## src/rtl/lfe_pkg.sv

```systemverilog
package lfe_pkg;

   localparam int SYM_W    = 4;
   localparam int MAX_NPAR = 8;

   // multiply in GF(16) reduced by x^4 + x + 1
   function automatic logic [3:0] gf16_mul(input logic [3:0] a, input logic [3:0] b);
      logic [3:0] acc;
      logic [3:0] sh;
      acc = 4'h0;
      sh  = a;
      for (int i = 0; i < 4; i++) begin
         if (b[i]) acc = acc ^ sh;
         sh = sh[3] ? ({sh[2:0], 1'b0} ^ 4'h3) : {sh[2:0], 1'b0};
      end
      return acc;
   endfunction

   // non-leading coefficients of prod (x + a^r), r = 1..npar; coef k at [4k+3:4k]
   function automatic logic [SYM_W*MAX_NPAR-1:0] rs_gen_coefs(input int npar);
      logic [3:0] g [0:MAX_NPAR];
      logic [3:0] root;
      logic [SYM_W*MAX_NPAR-1:0] res;
      for (int k = 0; k <= MAX_NPAR; k++) g[k] = 4'h0;
      g[0] = 4'h1;
      root = 4'h1;
      for (int r = 1; r <= npar; r++) begin
         root = gf16_mul(root, 4'h2);
         for (int k = r; k >= 1; k--) g[k] = g[k-1] ^ gf16_mul(g[k], root);
         g[0] = gf16_mul(g[0], root);
      end
      res = '0;
      for (int k = 0; k < npar; k++) res[SYM_W*k +: SYM_W] = g[k];
      return res;
   endfunction

endpackage

```

## src/rtl/fenc_scrambler.sv

```systemverilog
module fenc_scrambler #(
   parameter int W     = 64,
   parameter int TAP_A = 39,
   parameter int TAP_B = 58
) (
   input  logic         clk,
   input  logic         rst_n,
   input  logic         adv,
   input  logic [W-1:0] din,
   output logic [W-1:0] dout
);

   generate
      if (TAP_A < 1 || TAP_A >= TAP_B) begin : g_bad_taps
         $error("fenc_scrambler: need 1 <= TAP_A < TAP_B");
      end
      if (TAP_B > W) begin : g_bad_span
         $error("fenc_scrambler: TAP_B must not exceed W so one word resynchronises");
      end
   endgenerate

   logic [W-1:0] hist_q;

   always_comb begin
      logic [2*W-1:0] ext;
      ext = {{W{1'b0}}, hist_q};
      for (int i = 0; i < W; i++) begin
         ext[W+i] = din[i] ^ ext[W+i-TAP_A] ^ ext[W+i-TAP_B];
      end
      dout = ext[2*W-1:W];
   end

   always_ff @(posedge clk or negedge rst_n) begin
      if (!rst_n)   hist_q <= '0;
      else if (adv) hist_q <= dout;
   end

   // history only moves on a capture
   a_r6_hist_hold: assert property (@(posedge clk) disable iff (!rst_n)
      !adv |=> $stable(hist_q));

endmodule

```

## src/rtl/fenc_rs_parity.sv

```systemverilog
module fenc_rs_parity #(
   parameter int NSYM = 16,
   parameter int NPAR = 4
) (
   input  logic [lfe_pkg::SYM_W*NSYM-1:0] data,
   output logic [lfe_pkg::SYM_W*NPAR-1:0] parity
);
   import lfe_pkg::*;

   localparam logic [SYM_W*MAX_NPAR-1:0] G = rs_gen_coefs(NPAR);

   generate
      if (NPAR < 1 || NPAR > MAX_NPAR) begin : g_bad_npar
         $error("fenc_rs_parity: NPAR out of range");
      end
      if (NSYM < 1) begin : g_bad_nsym
         $error("fenc_rs_parity: NSYM must be positive");
      end
   endgenerate

   // systematic division, unrolled over all data symbols, highest degree first
   always_comb begin
      logic [SYM_W*NPAR-1:0] p;
      logic [3:0]            fb;
      p = '0;
      for (int j = NSYM - 1; j >= 0; j--) begin
         fb = data[SYM_W*j +: SYM_W] ^ p[SYM_W*(NPAR-1) +: SYM_W];
         for (int k = NPAR - 1; k >= 1; k--) begin
            p[SYM_W*k +: SYM_W] = p[SYM_W*(k-1) +: SYM_W] ^ gf16_mul(fb, G[SYM_W*k +: SYM_W]);
         end
         p[SYM_W-1:0] = gf16_mul(fb, G[SYM_W-1:0]);
      end
      parity = p;
   end

endmodule

```

## src/rtl/link_frame_encoder.sv

```systemverilog
module link_frame_encoder #(
   parameter int          PAY_W     = 64,
   parameter int          NPAR      = 4,
   parameter int          HDR_W     = 8,
   parameter logic [7:0]  HDR_DATA  = 8'hA5,
   parameter logic [7:0]  HDR_IDLE  = 8'h5A,
   parameter logic [63:0] IDLE_WORD = 64'h0F0F_3C3C_C3C3_F0F0,
   parameter int          TAP_A     = 39,
   parameter int          TAP_B     = 58
) (
   input  logic                                     clk,
   input  logic                                     rst_n,
   input  logic                                     bx_tick,
   input  logic                                     in_valid,
   input  logic [PAY_W-1:0]                         in_data,
   input  logic                                     bypass_scr,
   input  logic                                     bypass_fec,
   output logic [HDR_W+lfe_pkg::SYM_W*NPAR+PAY_W-1:0] frame_o,
   output logic                                     frame_vld
);
   import lfe_pkg::*;

   localparam int CHK_W = SYM_W * NPAR;
   localparam int NSYM  = PAY_W / SYM_W;
   localparam int FRM_W = HDR_W + CHK_W + PAY_W;
   localparam int CHK_L = PAY_W;
   localparam int HDR_L = PAY_W + CHK_W;

   generate
      if (PAY_W % SYM_W != 0) begin : g_bad_pay
         $error("link_frame_encoder: PAY_W must be a multiple of the symbol width");
      end
      if (PAY_W > 64) begin : g_bad_idle
         $error("link_frame_encoder: PAY_W wider than the idle word");
      end
      if (HDR_W != 8) begin : g_bad_hdr
         $error("link_frame_encoder: header constants are 8 bits");
      end
      if (HDR_DATA == HDR_IDLE) begin : g_same_hdr
         $error("link_frame_encoder: headers must differ");
      end
   endgenerate

   logic [PAY_W-1:0] src_w;
   logic [PAY_W-1:0] scr_w;
   logic [PAY_W-1:0] pay_w;
   logic [CHK_W-1:0] par_w;
   logic [CHK_W-1:0] chk_w;
   logic [HDR_W-1:0] hdr_w;
   logic [FRM_W-1:0] frame_q;
   logic             vld_q;

   assign src_w = in_valid ? in_data : IDLE_WORD[PAY_W-1:0];

   fenc_scrambler #(.W(PAY_W), .TAP_A(TAP_A), .TAP_B(TAP_B)) u_scr (
      .clk   (clk),
      .rst_n (rst_n),
      .adv   (bx_tick),
      .din   (src_w),
      .dout  (scr_w)
   );

   assign pay_w = bypass_scr ? src_w : scr_w;

   fenc_rs_parity #(.NSYM(NSYM), .NPAR(NPAR)) u_rs (
      .data   (pay_w),
      .parity (par_w)
   );

   assign chk_w = bypass_fec ? '0 : par_w;
   assign hdr_w = in_valid ? HDR_DATA : HDR_IDLE;

   always_ff @(posedge clk or negedge rst_n) begin
      if (!rst_n) begin
         frame_q <= '0;
         vld_q   <= 1'b0;
      end else begin
         vld_q <= bx_tick;
         if (bx_tick) frame_q <= {hdr_w, chk_w, pay_w};
      end
   end

   assign frame_o   = frame_q;
   assign frame_vld = vld_q;

   a_r1_strobe_after_tick: assert property (@(posedge clk) disable iff (!rst_n)
      bx_tick |=> frame_vld);
   a_r1_no_stray_strobe: assert property (@(posedge clk) disable iff (!rst_n)
      !bx_tick |=> !frame_vld);
   a_r2_frame_holds: assert property (@(posedge clk) disable iff (!rst_n)
      !bx_tick |=> $stable(frame_o));
   a_r4_header_kind: assert property (@(posedge clk) disable iff (!rst_n)
      bx_tick |=> (frame_o[FRM_W-1:HDR_L] == ($past(in_valid) ? HDR_DATA : HDR_IDLE)));
   a_r7_raw_payload: assert property (@(posedge clk) disable iff (!rst_n)
      (bx_tick && bypass_scr && in_valid) |=> (frame_o[PAY_W-1:0] == $past(in_data)));
   a_r9_zero_check: assert property (@(posedge clk) disable iff (!rst_n)
      (bx_tick && bypass_fec) |=> (frame_o[HDR_L-1:CHK_L] == '0));

endmodule

```

## config.mk

```make
export PLATFORM = sky130hd
export DESIGN_NAME = link_frame_encoder
export DESIGN_NICKNAME = d
export VERILOG_FILES = /design/src/rtl/lfe_pkg.sv /design/src/rtl/fenc_scrambler.sv /design/src/rtl/fenc_rs_parity.sv /design/src/rtl/link_frame_encoder.sv
export SDC_FILE = /design/constraint.sdc
export NUM_CORES = 1
export LEC_CHECK = 0
export ABC_AREA = 1
export BUFFER_PORTS_ARGS = -buffer_cell sky130_fd_sc_hd__buf_2
export CORE_MARGIN = 2
export CORE_UTILIZATION = 45
export DETAILED_ROUTE_END_ITERATION = 16
export MAX_ROUTING_LAYER = met4
export SYNTH_ARGS = -nofsm -noshare
export SYNTH_HDL_FRONTEND = slang
export SYNTH_SLANG_ARGS = --single-unit
```

## constraint.sdc

```tcl
create_clock -name clk -period 10.8 [get_ports clk]
set_input_delay 2.16 -clock clk [delete_from_list [all_inputs] [get_ports clk]]
set_output_delay 2.16 -clock clk [all_outputs]
set_load 0.1 [all_outputs]
```

== Yosys cells after proc, flatten, opt, wreduce, memory -nomap -nowiden ==
Cells that the tools add are included.

* Word-level logic and storage cells: 371
* Bits of input ports: 70
* Bits in registers: 153
* Output and inout port bits: 89

* Multiplexer cells: 52
* Bitwise logic cells: 316

{| class="wikitable"
|+ Operator list
! kind !! number
|-
| 4-bit bitwise XOR || 140
|-
| 64-bit 2-to-1 mux || 2
|-
| 1-bit bitwise XOR || 128
|-
| 2-bit 2-to-1 mux || 48
|-
| 2-bit NOT || 48
|-
| 16-bit 2-to-1 mux || 1
|-
| 8-bit 2-to-1 mux || 1
|}

== Depth between registers and ports, before layout ==
Gate-level depths: netlist of run 1.

* Word-level depth: 149
* Depth in mapped cells: 83
* Mapped depth without buffers: 82

== Modules after synthesis ==
Synthesis of run 1 repeated with hierarchy kept, for this count alone.

* Cell total of the unflattened synthesis: 2,674
* Area, all modules: 17,245.3 um2

{| class="wikitable"
|+ Modules (own cells, without submodules)
! module !! area an instance (um2) !! instances !! cells an instance !! seq. area each (um2)
|-
| fenc_rs_parity || 8,136.6 || 1 || 1,368 || 0.0
|-
| link_frame_encoder || 5,138.7 || 1 || 764 || 2,077.0
|-
| fenc_scrambler || 3,970.1 || 1 || 542 || 1,451.4
|}

== Least setup slack after synthesis of run 1 ==
No wires, ideal clock.

* Kind: input to register
* Start point: in in_valid
* End point: reg frame_q[75], in the netlist frame_o[75]
* Slack: 2,214 ps
* Data required time: 10,680 ps
* Cell stages on the path: 73
* Buffers on the path: 3
* Library setup time: 120 ps
* Arrival: 8,467 ps
* Cell sequence: buf_6 -> buf_8 -> nand2_2 -> nand3b_4 -> nand2_4 -> inv_2 -> nand3_1 -> nand3_2 -> nand2_4 -> nand2_1 -> nand2_1 -> nand2_1 -> nand2_1 -> nand2_1 -> nand2_1 -> nand2_1 -> nand2_2 -> nand2_1 -> [... 37 more ...] -> nand2_2 -> nand2_4 -> nand2_4 -> inv_2 -> nand2_1 -> nand2_2 -> nand2_2 -> nand2_4 -> nand2_1 -> nand3_2 -> nand2_4 -> nand2_1 -> nand2_2 -> inv_2 -> nand2_1 -> nand2_1 -> nand2_1 -> nand2_1

* Cells in the longest elaborated chain, start to end: 92
* Elaborated cells on any way between the ends: 350
* Classes of those cells: mux: 49; bitwise: 301

{| class="wikitable"
|+ RTL lines
! what !! line !! text
|-
| from (decl) || link_frame_encoder.sv:14 || <nowiki>input logic in_valid,</nowiki>
|-
| 64-bit 2-to-1 mux * || link_frame_encoder.sv:53 || <nowiki>assign src_w = in_valid ? in_data : IDLE_WORD[PAY_W-1:0];</nowiki>
|-
| 1-bit bitwise XOR (4 in series) || fenc_scrambler.sv:28 || <nowiki>ext[W+i] = din[i] ^ ext[W+i-TAP_A] ^ ext[W+i-TAP_B];</nowiki>
|-
| 64-bit 2-to-1 mux * || link_frame_encoder.sv:63 || <nowiki>assign pay_w = bypass_scr ? src_w : scr_w;</nowiki>
|-
| 2-bit 2-to-1 mux or 2-bit NOT (tied branches) || - ||
|-
| 2-bit NOT (no line) (tied with other cells) || - ||
|-
| 2-bit 2-to-1 mux or 4-bit bitwise XOR (tied branches) || lfe_pkg.sv:14, lfe_pkg.sv:13 ||
|-
| 4-bit bitwise XOR, on equally long branches || lfe_pkg.sv:13, fenc_rs_parity.sv:27 ||
|-
| 4-bit bitwise XOR (tied with other cells) || lfe_pkg.sv:13 || <nowiki>if (b[i]) acc = acc ^ sh;</nowiki>
|-
| [... 73 more ...] || - ||
|-
| 2-bit 2-to-1 mux or 4-bit bitwise XOR (tied branches) || lfe_pkg.sv:14, lfe_pkg.sv:13 ||
|-
| 4-bit bitwise XOR, on equally long branches || lfe_pkg.sv:13, fenc_rs_parity.sv:29 ||
|-
| 4-bit bitwise XOR, on equally long branches || lfe_pkg.sv:13, fenc_rs_parity.sv:27 ||
|-
| 4-bit bitwise XOR or 2-bit NOT (tied branches) || - ||
|-
| 4-bit bitwise XOR or 2-bit 2-to-1 mux (tied branches) || fenc_rs_parity.sv:27, lfe_pkg.sv:14 ||
|-
| 4-bit bitwise XOR || lfe_pkg.sv:13 ||
|-
| 4-bit bitwise XOR * || fenc_rs_parity.sv:29 || <nowiki>p[SYM_W*k +: SYM_W] = p[SYM_W*(k-1) +: SYM_W] ^ gf16_mul(fb, G[SYM_W*k +: SYM_W]);</nowiki>
|-
| 16-bit 2-to-1 mux * || link_frame_encoder.sv:70 || <nowiki>assign chk_w = bypass_fec ? '0 : par_w;</nowiki>
|-
| to (signal assigned) || link_frame_encoder.sv:79 || <nowiki>if (bx_tick) frame_q <= {hdr_w, chk_w, pay_w};</nowiki>
|-
| to (decl) || link_frame_encoder.sv:50 || <nowiki>logic [FRM_W-1:0] frame_q;</nowiki>
|}

Every way passes the cells marked *; elsewhere a longest branch is shown, timed or not.
A chain may end at the register's enable or synchronous reset.

== Worst setup path in the final report of run 1 ==
Ends and elaborated chain as after synthesis.

==> summary.md, run 1 <==
| Metric | Value |
|---|---|
| Final Hold Violating Endpoints | `0` |
| Gp weighted congestion | `a little over 1` |
| Die height | `184 µm` |
| Syn Nets | `around 2500` |
| Storage element area | `roughly 0.0035 mm²` |
| Final hold slack | `roughly 0.47 ns` |
| Largest fanout on the critical path | `14` |
| DRC | `0` |
| Syn avg cell area | `approximately 6 µm²` |
| WP data required | `~11 ns` |
| Share of cells above drive strength 1 | `17.5%` |
| Final nets | `about 2700` |
| Top FF cell, synth | `dfrtp_1` |
| Vias in the first global route | `between 10000 and 15000` |
| Worst slew pin tran | `between 1 and 1.5 ns` |
| Pin count of the biggest net entering global routing | `between 100 and 150` |
| Clk_skew | `about 0.011 ns` |
| IO Pins | `~160` |
| # rows | `66` |
| Most frequent cells in the layout | `nand2_1 (1017), nand3_1 (349), inv_1 (214)` |
| Starting Density | `about 45%` |
| Top post-synthesis cells by area | `nand2_1 (27%), dfrtp_1 (24%), nand3_1 (12%)` |
| Clock sink count | `141` |
| Yosys top cell by area | `nand2_1` |
| Slowest cell on crit path | `xor2_1` |
| Core ar. | `0.0323 mm²` |
| CP endpoint kind | `flip-flop` |
| Critical setup path kind | `primary input to flip-flop` |
| Status | `completed` |
| Synth Instances | `approximately 2400` |
| Post-synthesis cell type count | `36` |
| Syn Std Cell Area | `between 0.01 and 0.015 mm²` |
| Clock buffers created by TritonCTS | `17` |
| Fmax | `about 100 MHz` |
| Ys async rst share | `100%` |
| Multi-input gate area | `between 0.009 and 0.01 mm²` |
| Drt initial violations | `1288` |
| EDFF count, synth | `0` |
| Post-synthesis sequential area ratio | `between 20 and 25%` |
| Slowest stage delay, CP | `between 0.4 and 0.5 ns` |
| Pre-Repair DR Iteration Count | `6` |
| Clock Latency Late Sink | `between 0.4 and 0.5 ns` |
| Crit share post-route | `92.8%` |
| Clk buf depth | `2` |
| Synth top area share | `approximately a quarter` |
| Fin crit period | `10.02 ns` |
| Die area | `~0.034 mm²` |
| Remaining antenna violation count after routing | `0` |
| DR WL/cell | `17.4 µm` |
| Most common cell after layout, fill and taps aside | `nand2_1` |
| CP dominant cell by count | `nand2_1` |
| Maxcap violations | `0` |
| Clock Tree Root | `clkbuf_16` |
| Gr ovfl total | `0` |
| # setup viols final | `0` |
| Area grow syn2layout | `13.8%` |
| Ant diodes | `0` |
| Routed wire length | `52.8 mm` |
| CP Data Arrival Time | `10.37 ns` |
| GRT Total Usage | `approximately a third` |
| Final instance area | `0.0167 mm²` |
| HP Class | `flip-flop to flip-flop` |
| Worst setup SP type | `primary input` |
| Global-route wire length before repair | `between 80 and 90 mm` |
| Dpl hpwl | `roughly 42 mm` |
| Yosys reg bits | `around 140` |
| Die Wd | `between 150 and 200 µm` |
| Initial antenna violation count | `0` |
| Routed vias/inst | `5.21` |
| Fin. max-slew vios | `0` |
| Htree depth | `4` |
| Util after Layout | `between 50% and 60%` |
| Slew HR | `between 20% and 30%` |
| Clock transition at the registers of the reported paths | `0.07 ns` |
| Dpl cell area | `0.0158 mm²` |
| Yosys Warn Count | `0` |
| FILL cells | `3340` |
| Setup TNS | `0 ns` |
| Port bufs | `158` |
| Total vias in the final route | `15800` |
| CTS tree | `yes` |
[critical path: cells and delay by family]
family / cells / cell delay [ns]
XOR/XNOR: 2 / 0.63
AND/OR/NAND/NOR: 61 / 6.58
buffers and inverters: 9 / 0.97
[synth_stat cells (all sizes together), types with 3 or more instances]
cell type / number
a31oi: 8
inv: 241
buf: 23
a21oi: 3
clkinv: 7
or2: 27
nand2: 1164
dfrtp: 141
nor2: 31
xnor2: 42
o21ai: 171
nand3: 380
clkbuf: 35
nand4: 3
nand3b: 18
xor2: 136
[sequential cells by signal (all words and copies together) (netlist names)]
signal / cells
frame_o: 82
frame_vld: 1
u_scr.hist_q: 58
[kinds of logic (layout without fill, tap and decap cells)]
kind of cell | after synthesis | after routing | share of synthesized area, %
AND/OR/NAND/NOR | 1624 | 1625 | 49.8
AO/OA/AOI/OAI | 184 | 184 | 6.39
XOR/XNOR | 179 | 179 | 11.0
flip-flops | 141 | 141 | 24.1
buffers and inverters | 307 | 464 | 8.73
[timing repair]
action | CTS | global route
setup buffers | 0 | 12
gates resized for setup | 0 | 38
endpoints found under the setup margin | 0 | 16
hold buffers | 0 | 0
[worst paths after layout]
check / startpoint / to / cells after the start / slack [ns]
max: in_valid / frame_o[75] / 72 / 0.78
min: frame_o[12] / frame_o[12] / 2 / 0.47
max reg2reg: u_scr.hist_q[27] / frame_o[75] / 70 / 2.40
min reg2reg: frame_o[12] / frame_o[12] / 2 / 0.47
max in group asynchronous: rst_n / frame_o[36] / 2 / 7.71
min in group asynchronous: rst_n / frame_o[66] / 1 / 1.77
[per-stage QoR]
step / worst slack (ns) / instances
after detailed placement: 0.0285 / 2988
final: 0.776 / 3035
after global routing: -0.0572 / 3035
after global placement: -0.00693 / 2988
after floorplan: 2.21 / 2435
after CTS: 0.466 / 3020
[routing by layer]
metal | track usage, % | vias to the layer above | wire length (µm)
met1 | 41.1 | 7303 | 23800
li1 | - | 7952 | -
met4 | 10.5 | 0 | 1580
met5 | - | - | 0
met2 | 52.6 | 473 | 25000
met3 | 2.96 | 77 | 2450
[final cells by class]
class | count | area share (%)
multi-input combinational | 1988 | 59.9
timing repair buffer | 184 | 6.25
clock buffer | 19 | 2.60
clock inverter | 13 | 1.13
sequential | 141 | 21.2
inverter | 248 | 5.66
tap | 442 | 3.32
Power of run 1 is not shown: default switching activity piles up to over one toggle a cycle in this logic, so the estimate is an artifact.
==> inputs of run 2 (changes only) <==
SYNTH_HIERARCHICAL = 1   (was unset)
==> run 2 against run 1 <==
Die area up 17%. Fmax is 0.76% lower. Worst hold slack better by 0.0037 ns. Setup slack worse by 0.076 ns. Largest cell class unchanged.
==> summary.md, run 2 <==
| Metric | Value |
|---|---|
| Status | `completed` |
| Setup TNS | `0 ns (unchanged)` |
| Final nets | `2885 (+8.9%)` |
| Share of cells above drive strength 1 | `22.5% (+5.0 points)` |
| Largest family of logic cells by synthesized area | `simple AND/OR/NAND/NOR gates` |
| Slew HR | `34.8% (+8.4 points)` |
| Worst slew pin tran | `0.978 ns (-0.115 ns)` |
| Post-Synth XOR/XNOR Area | `12.7% (+1.7 points)` |
| HP Class | `flip-flop to flip-flop` |
| Post-synth top cells | `nand2_1 (999), nand3_1 (353), inv_1 (329), nand2_2 (151), dfrtp_1 (141)` |
| Pre-Repair DR Iteration Count | `6 (unchanged)` |
| Critical setup path kind | `primary input to flip-flop` |
| Synth Area in Compound Gates | `1.02% (-5.4 points)` |
| Syn Std Cell Area | `0.0172 mm² (+18%)` |
| Synth Area in Simple Gates | `54.1% (+4.3 points)` |
| FILL cells | `3998 (+20%)` |
| WP data required | `11.20 ns (+0.06 ns)` |
| Clock transition at the registers of the reported paths | `0.07 ns (about the same)` |
| Final Hold Violating Endpoints | `0 (unchanged)` |
| EDFF count, synth | `0 (unchanged)` |
| Clk buf depth | `2 (unchanged)` |
| Routed vias/inst | `5.01 (-3.8%)` |
| Slowest cell on crit path | `xor2_1` |
| Ys async rst share | `100% (unchanged)` |
| # setup viols final | `0 (unchanged)` |
| Worst setup SP type | `primary input` |
| Htree depth | `4 (unchanged)` |
| GRT Total Usage | `29.9% (-2.0 points)` |
| Core ar. | `0.0377 mm² (+17%)` |
| Clock buffers created by TritonCTS | `17 (unchanged)` |
| Total vias in the final route | `16700 (+5.9%)` |
| Fin crit period | `10.10 ns (+0.0763 ns)` |
| Drt initial violations | `1240 (-3.7%)` |
| Final hold slack | `0.474 ns (+0.00369 ns)` |
| Post-synthesis cell type count | `42 (+17%)` |
| Multi-input gate area | `0.0118 mm² (+18%)` |
| Port bufs | `158 (unchanged)` |
| Starting Density | `45.8% (+0.42 points)` |
| Top FF cell, synth | `dfrtp_1` |
| Yosys top cell by area | `nand2_1` |
| Fmax | `99.0 MHz (-0.76%)` |
| Syn Nets | `2744 (+9.5%)` |
| Clock sink count | `141 (unchanged)` |
| Gp weighted congestion | `0.974 (-3.7%)` |
| Hold path depth | `2 (unchanged)` |
| Synth Instances | `2674 (+9.8%)` |
| Remaining antenna violation count after routing | `0 (unchanged)` |
| CTS Hold Bufs | `0 (unchanged)` |
| Storage element area | `0.00353 mm² (unchanged)` |
| CP Data Arrival Time | `10.50 ns (+0.13 ns)` |
| # rows | `71 (+7.6%)` |
| Synth top area share | `21.7% (-4.8 points)` |
| Clk_skew | `0.0163 ns (+0.00492 ns)` |
| Vias in the first global route | `15600 (+8.9%)` |
| Area grow syn2layout | `11.2%` |
| Dpl hpwl | `46.6 mm (+11%)` |
| Gr ovfl total | `0 (unchanged)` |
| Largest register FFs | `82 (unchanged)` |
| Post-synthesis adder-cell area fraction | `0% (unchanged)` |
| Largest fanout on the critical path | `12 (-2)` |
| Slowest stage delay, CP | `0.31 ns (-0.17 ns)` |
| Die height | `200 µm (+8.3%)` |
| Die area | `0.0399 mm² (+17%)` |
| Most frequent cells in the layout | `nand2_1 (992), nand3_1 (352), inv_1 (328)` |
| Pin count of the biggest net entering global routing | `76 (-31%)` |
| Global-route wire length before repair | `87.2 mm (+8.3%)` |
| Most common cell after layout, fill and taps aside | `nand2_1` |
| Die Wd | `200 µm (+8.3%)` |
| IO Pins | `159 (unchanged)` |
| Yosys reg bits | `141 (unchanged)` |
| Crit share post-route | `93.5% (+0.71 points)` |
| Post-synthesis sequential area ratio | `20.5% (-3.6 points)` |
| Most frequent cell after synthesis | `nand2_1` |
| CP dominant cell by count | `nand2_1` |
| Maxcap violations | `0 (unchanged)` |
| Yosys Warn Count | `6 (+6)` |
| CP endpoint kind | `flip-flop` |
| Fin. max-slew vios | `0 (unchanged)` |
| DR WL/cell | `17.2 µm (-1.3%)` |
| DRC | `0 (unchanged)` |
| Top post-synthesis cells by area | `nand2_1 (22%), dfrtp_1 (20%), nand3_1 (10%)` |
| CTS tree | `yes` |
| Clock Latency Late Sink | `0.46 ns (about the same)` |
| Worst R2R Path Depth | `73 (+4.3%)` |
| Clock Tree Root | `clkbuf_16` |
| Util after Layout | `50.9% (-0.69 points)` |
| Routed wire length | `57.3 mm (+8.6%)` |
| Syn avg cell area | `6.45 µm² (+7.2%)` |
| Initial antenna violation count | `2 (+2)` |
| Mux cell area share after synthesis | `0% (unchanged)` |
-- run 2: final cells by class --
class	count	area share, %
Antenna cell	2	0.0261
Clock buffer	20	2.28
Clock inverter	11	0.580
Inverter	389	8.06
Multi-Input combinational cell	2079	61.5
Sequential cell	141	18.4
Tap cell	511	3.33
Timing Repair Buffer	187	5.82
-- run 2: critical path, delay by kind of cell --
family	cells	cell delay, ns
buffers and inverters	10	1.13
and+or+nand+nor	65	6.66
xor gates and xnor gates	2	0.49
-- run 2: cell families (layout without fill, tap and decap cells) --
group	Yosys count	count (layout)
compound gates	35	35
xor+xnor	237	237
buf+inv	454	607
flops	141	141
other cells	0	2
simple gates	1807	1807
-- run 2: stage by stage --
step	cell area, µm²	setup WS [ns]	std cells
5_1_grt	19200	-0.00642	3340
2_1_floorplan	17200	1.45	2674
6_report	19200	0.700	3340
3_5_place_dp	18400	-0.233	3301
4_1_cts	19000	0.215	3332
3_3_place_gp	18400	-0.157	3301
-- run 2: timing repair --
action | 4_1_cts | 5_1_grt
endpoints found under the setup margin | 0 | 16
setup buffers | 0 | 5
gates resized for setup | 0 | 26
-- run 2: worst paths after layout --
path,startpoint,endpoint,slack [ns]
min in group asynchronous,rst_n,frame_o[86],1.73
max reg2reg,u_scr/hist_q[27],frame_o[75],2.32
min,frame_o[67],frame_o[67],0.47
min reg2reg,frame_o[67],frame_o[67],0.47
max,in_valid,frame_o[75],0.70
max in group asynchronous,rst_n,frame_o[26],7.55
-- run 2: metal layers --
metal | part of all wire (%) | vias to the layer above | GRT usage [%]
met3 | 5.0 | 70 | 3.86
met4 | 2.8 | 0 | 9.77
met2 | 46 | 496 | 46.8
met5 | 0 | - | -
met1 | 47 | 7776 | 39.9
li1 | - | 8392 | -
Power of run 2 is left out for the same reason.
==> inputs of run 3 (changes only) <==
CTS_BUF_LIST = sky130_fd_sc_hd__clkbuf_16   (was unset)
==> run 3 against run 2 <==
First-iteration DRC count up 5.6%. Clock-buffer cell count down 3. Sequential share of layout area unchanged.
==> summary.md, run 3 (same netlist as run 2, synthesis figures left out) <==
| Metric | Value |
|---|---|
| Largest register FFs | `82 (unchanged)` |
| Clock transition at the registers of the reported paths | `0.07 ns (about the same)` |
| Critical setup path kind | `primary input to flip-flop` |
| Final hold slack | `0.474 ns (-0.000647 ns)` |
| DR WL/cell | `17.2 µm (about the same)` |
| Clock Latency Late Sink | `0.46 ns (about the same)` |
| Crit share post-route | `93.7% (+0.20 points)` |
| Clk buf depth | `2 (unchanged)` |
| Remaining antenna violation count after routing | `0 (unchanged)` |
| Final instance area | `0.0192 mm² (unchanged)` |
| Fin. max-slew vios | `0 (unchanged)` |
| Slowest cell on crit path | `xor2_1` |
| Total vias in the final route | `16700 (-0.19%)` |
| CTS Hold Bufs | `0 (unchanged)` |
| Worst setup SP type | `primary input` |
| Clock Tree Root | `clkbuf_16` |
| Gp weighted congestion | `0.974 (unchanged)` |
| Storage element area | `0.00353 mm² (unchanged)` |
| Drt initial violations | `1309 (+5.6%)` |
| # rows | `71 (unchanged)` |
| Worst Hold End | `frame_o[67]` |
| Dpl cells | `3301 (unchanged)` |
| IO Pins | `159 (unchanged)` |
| CP dominant cell by count | `nand2_4` |
| Vias in the first global route | `15600 (+0.038%)` |
| Pin count of the biggest net entering global routing | `76 (unchanged)` |
| Die Wd | `200 µm (unchanged)` |
| GRT Total Usage | `29.9% (about the same)` |
| Hold path depth | `2 (unchanged)` |
| Port bufs | `158 (unchanged)` |
| Starting Density | `45.8% (unchanged)` |
| Htree depth | `4 (unchanged)` |
| Reg2reg start | `u_scr/hist_q[27]` |
| CP endpoint kind | `flip-flop` |
| Initial antenna violation count | `2 (unchanged)` |
| # setup viols final | `0 (unchanged)` |
| FILL cells | `3998 (unchanged)` |
| CTS tree | `yes` |
| Final nets | `2885 (unchanged)` |
| WP data required | `11.20 ns (about the same)` |
| HP Class | `flip-flop to flip-flop` |
| Dpl hpwl | `46.6 mm (unchanged)` |
| DRC | `0 (unchanged)` |
| Core ar. | `0.0377 mm² (unchanged)` |
| Dpl cell area | `0.0184 mm² (unchanged)` |
| CP Data Arrival Time | `10.52 ns (+0.02 ns)` |
| Fmax | `98.8 MHz (-0.21%)` |
| Die area | `0.0399 mm² (unchanged)` |
| Worst slew pin tran | `0.968 ns (-0.0100 ns)` |
| Multi-input gate area | `0.0118 mm² (unchanged)` |
| Maxcap violations | `0 (unchanged)` |
| Die height | `200 µm (unchanged)` |
| Clk_skew | `0.0161 ns (-0.000178 ns)` |
| Most common cell after layout, fill and taps aside | `nand2_1` |
| Routed vias/inst | `5.00 (-0.19%)` |
| Final Hold Violating Endpoints | `0 (unchanged)` |
| Routed wire length | `57.4 mm (about the same)` |
| Slowest stage delay, CP | `0.31 ns (about the same)` |
| R2R Path End | `frame_o[75]` |
| Gr ovfl total | `0 (unchanged)` |
| Flop2flop setup slack | `2.32 ns (about the same)` |
| Global-route wire length before repair | `87.2 mm (unchanged)` |
| Most frequent cells in the layout | `nand2_1 (992), nand3_1 (352), inv_1 (331)` |
| Share of cells above drive strength 1 | `22.5% (unchanged)` |
| Largest fanout on the critical path | `13 (+1)` |
| Slew HR | `35.4% (+0.67 points)` |
| Worst R2R Path Depth | `73 (unchanged)` |
| Fin cells | `3340 (unchanged)` |
| Area grow syn2layout | `11.2% (unchanged)` |
| Clock buffers created by TritonCTS | `17 (unchanged)` |
| Pre-Repair DR Iteration Count | `5 (-1)` |
| Status | `completed` |
| Fin crit period | `10.12 ns (+0.0214 ns)` |
| Clock sink count | `141 (unchanged)` |
| Hold Path Origin | `frame_o[67]` |
==> run 3: per-layer routing <==
metal	vias up	routed length [µm]	GRT usage (%)
met3	70	2720	3.86
met4	0	1630	9.77
met5	-	0	-
met1	7789	26800	39.9
met2	445	26300	46.8
li1	8398	-	-
==> run 3: through the flow <==
| step | util, % | TNS, ns | worst slack (ns) |
|---|---|---|---|
| 2_1_floorplan | - | 0 | 1.45 |
| 3_3_place_gp | 49.0 | -0.565 | -0.157 |
| 3_5_place_dp | 49.0 | -1.51 | -0.233 |
| 4_1_cts | 50.4 | 0 | 0.215 |
| 5_1_grt | 50.9 | -0.00890 | -0.00642 |
| 6_report | 50.9 | 0 | 0.678 |
==> run 3: worst max-delay path: cells and delay by family <==
kind | cells | cell delay (ns)
AND/OR/NAND/NOR | 60 | 6.38
XOR/XNOR | 4 | 0.88
buffers and inverters | 9 | 1.04
==> run 3: what timing repair did <==
item                                   in CTS  in global routing
gates resized for setup                     0                 26
setup buffers                               0                  5
endpoints found under the hold margin       0                  0
setup endpoints to repair                   0                 16
==> run 3: layout make-up <==
type,count,share of cell area (%)
Antenna cell,2,0.0261
Multi-Input combinational cell,2079,61.5
Sequential cell,141,18.4
Inverter,389,8.06
Clock buffer,17,2.22
Timing Repair Buffer,187,5.82
Clock inverter,14,0.639
Tap cell,511,3.33
==> run 3: how the worst max path moves through the flow <==
stage | start | end | cells past startpoint
2_1_floorplan | in_valid | frame_o[67] | 79
3_3_place_gp | in_valid | frame_o[76] | 78
5_1_grt | in_valid | frame_o[70] | 84
4_1_cts | in_valid | frame_o[76] | 78
3_5_place_dp | in_valid | frame_o[76] | 78
6_report | in_valid | frame_o[75] | 73
Power of run 3 is left out for the same reason.
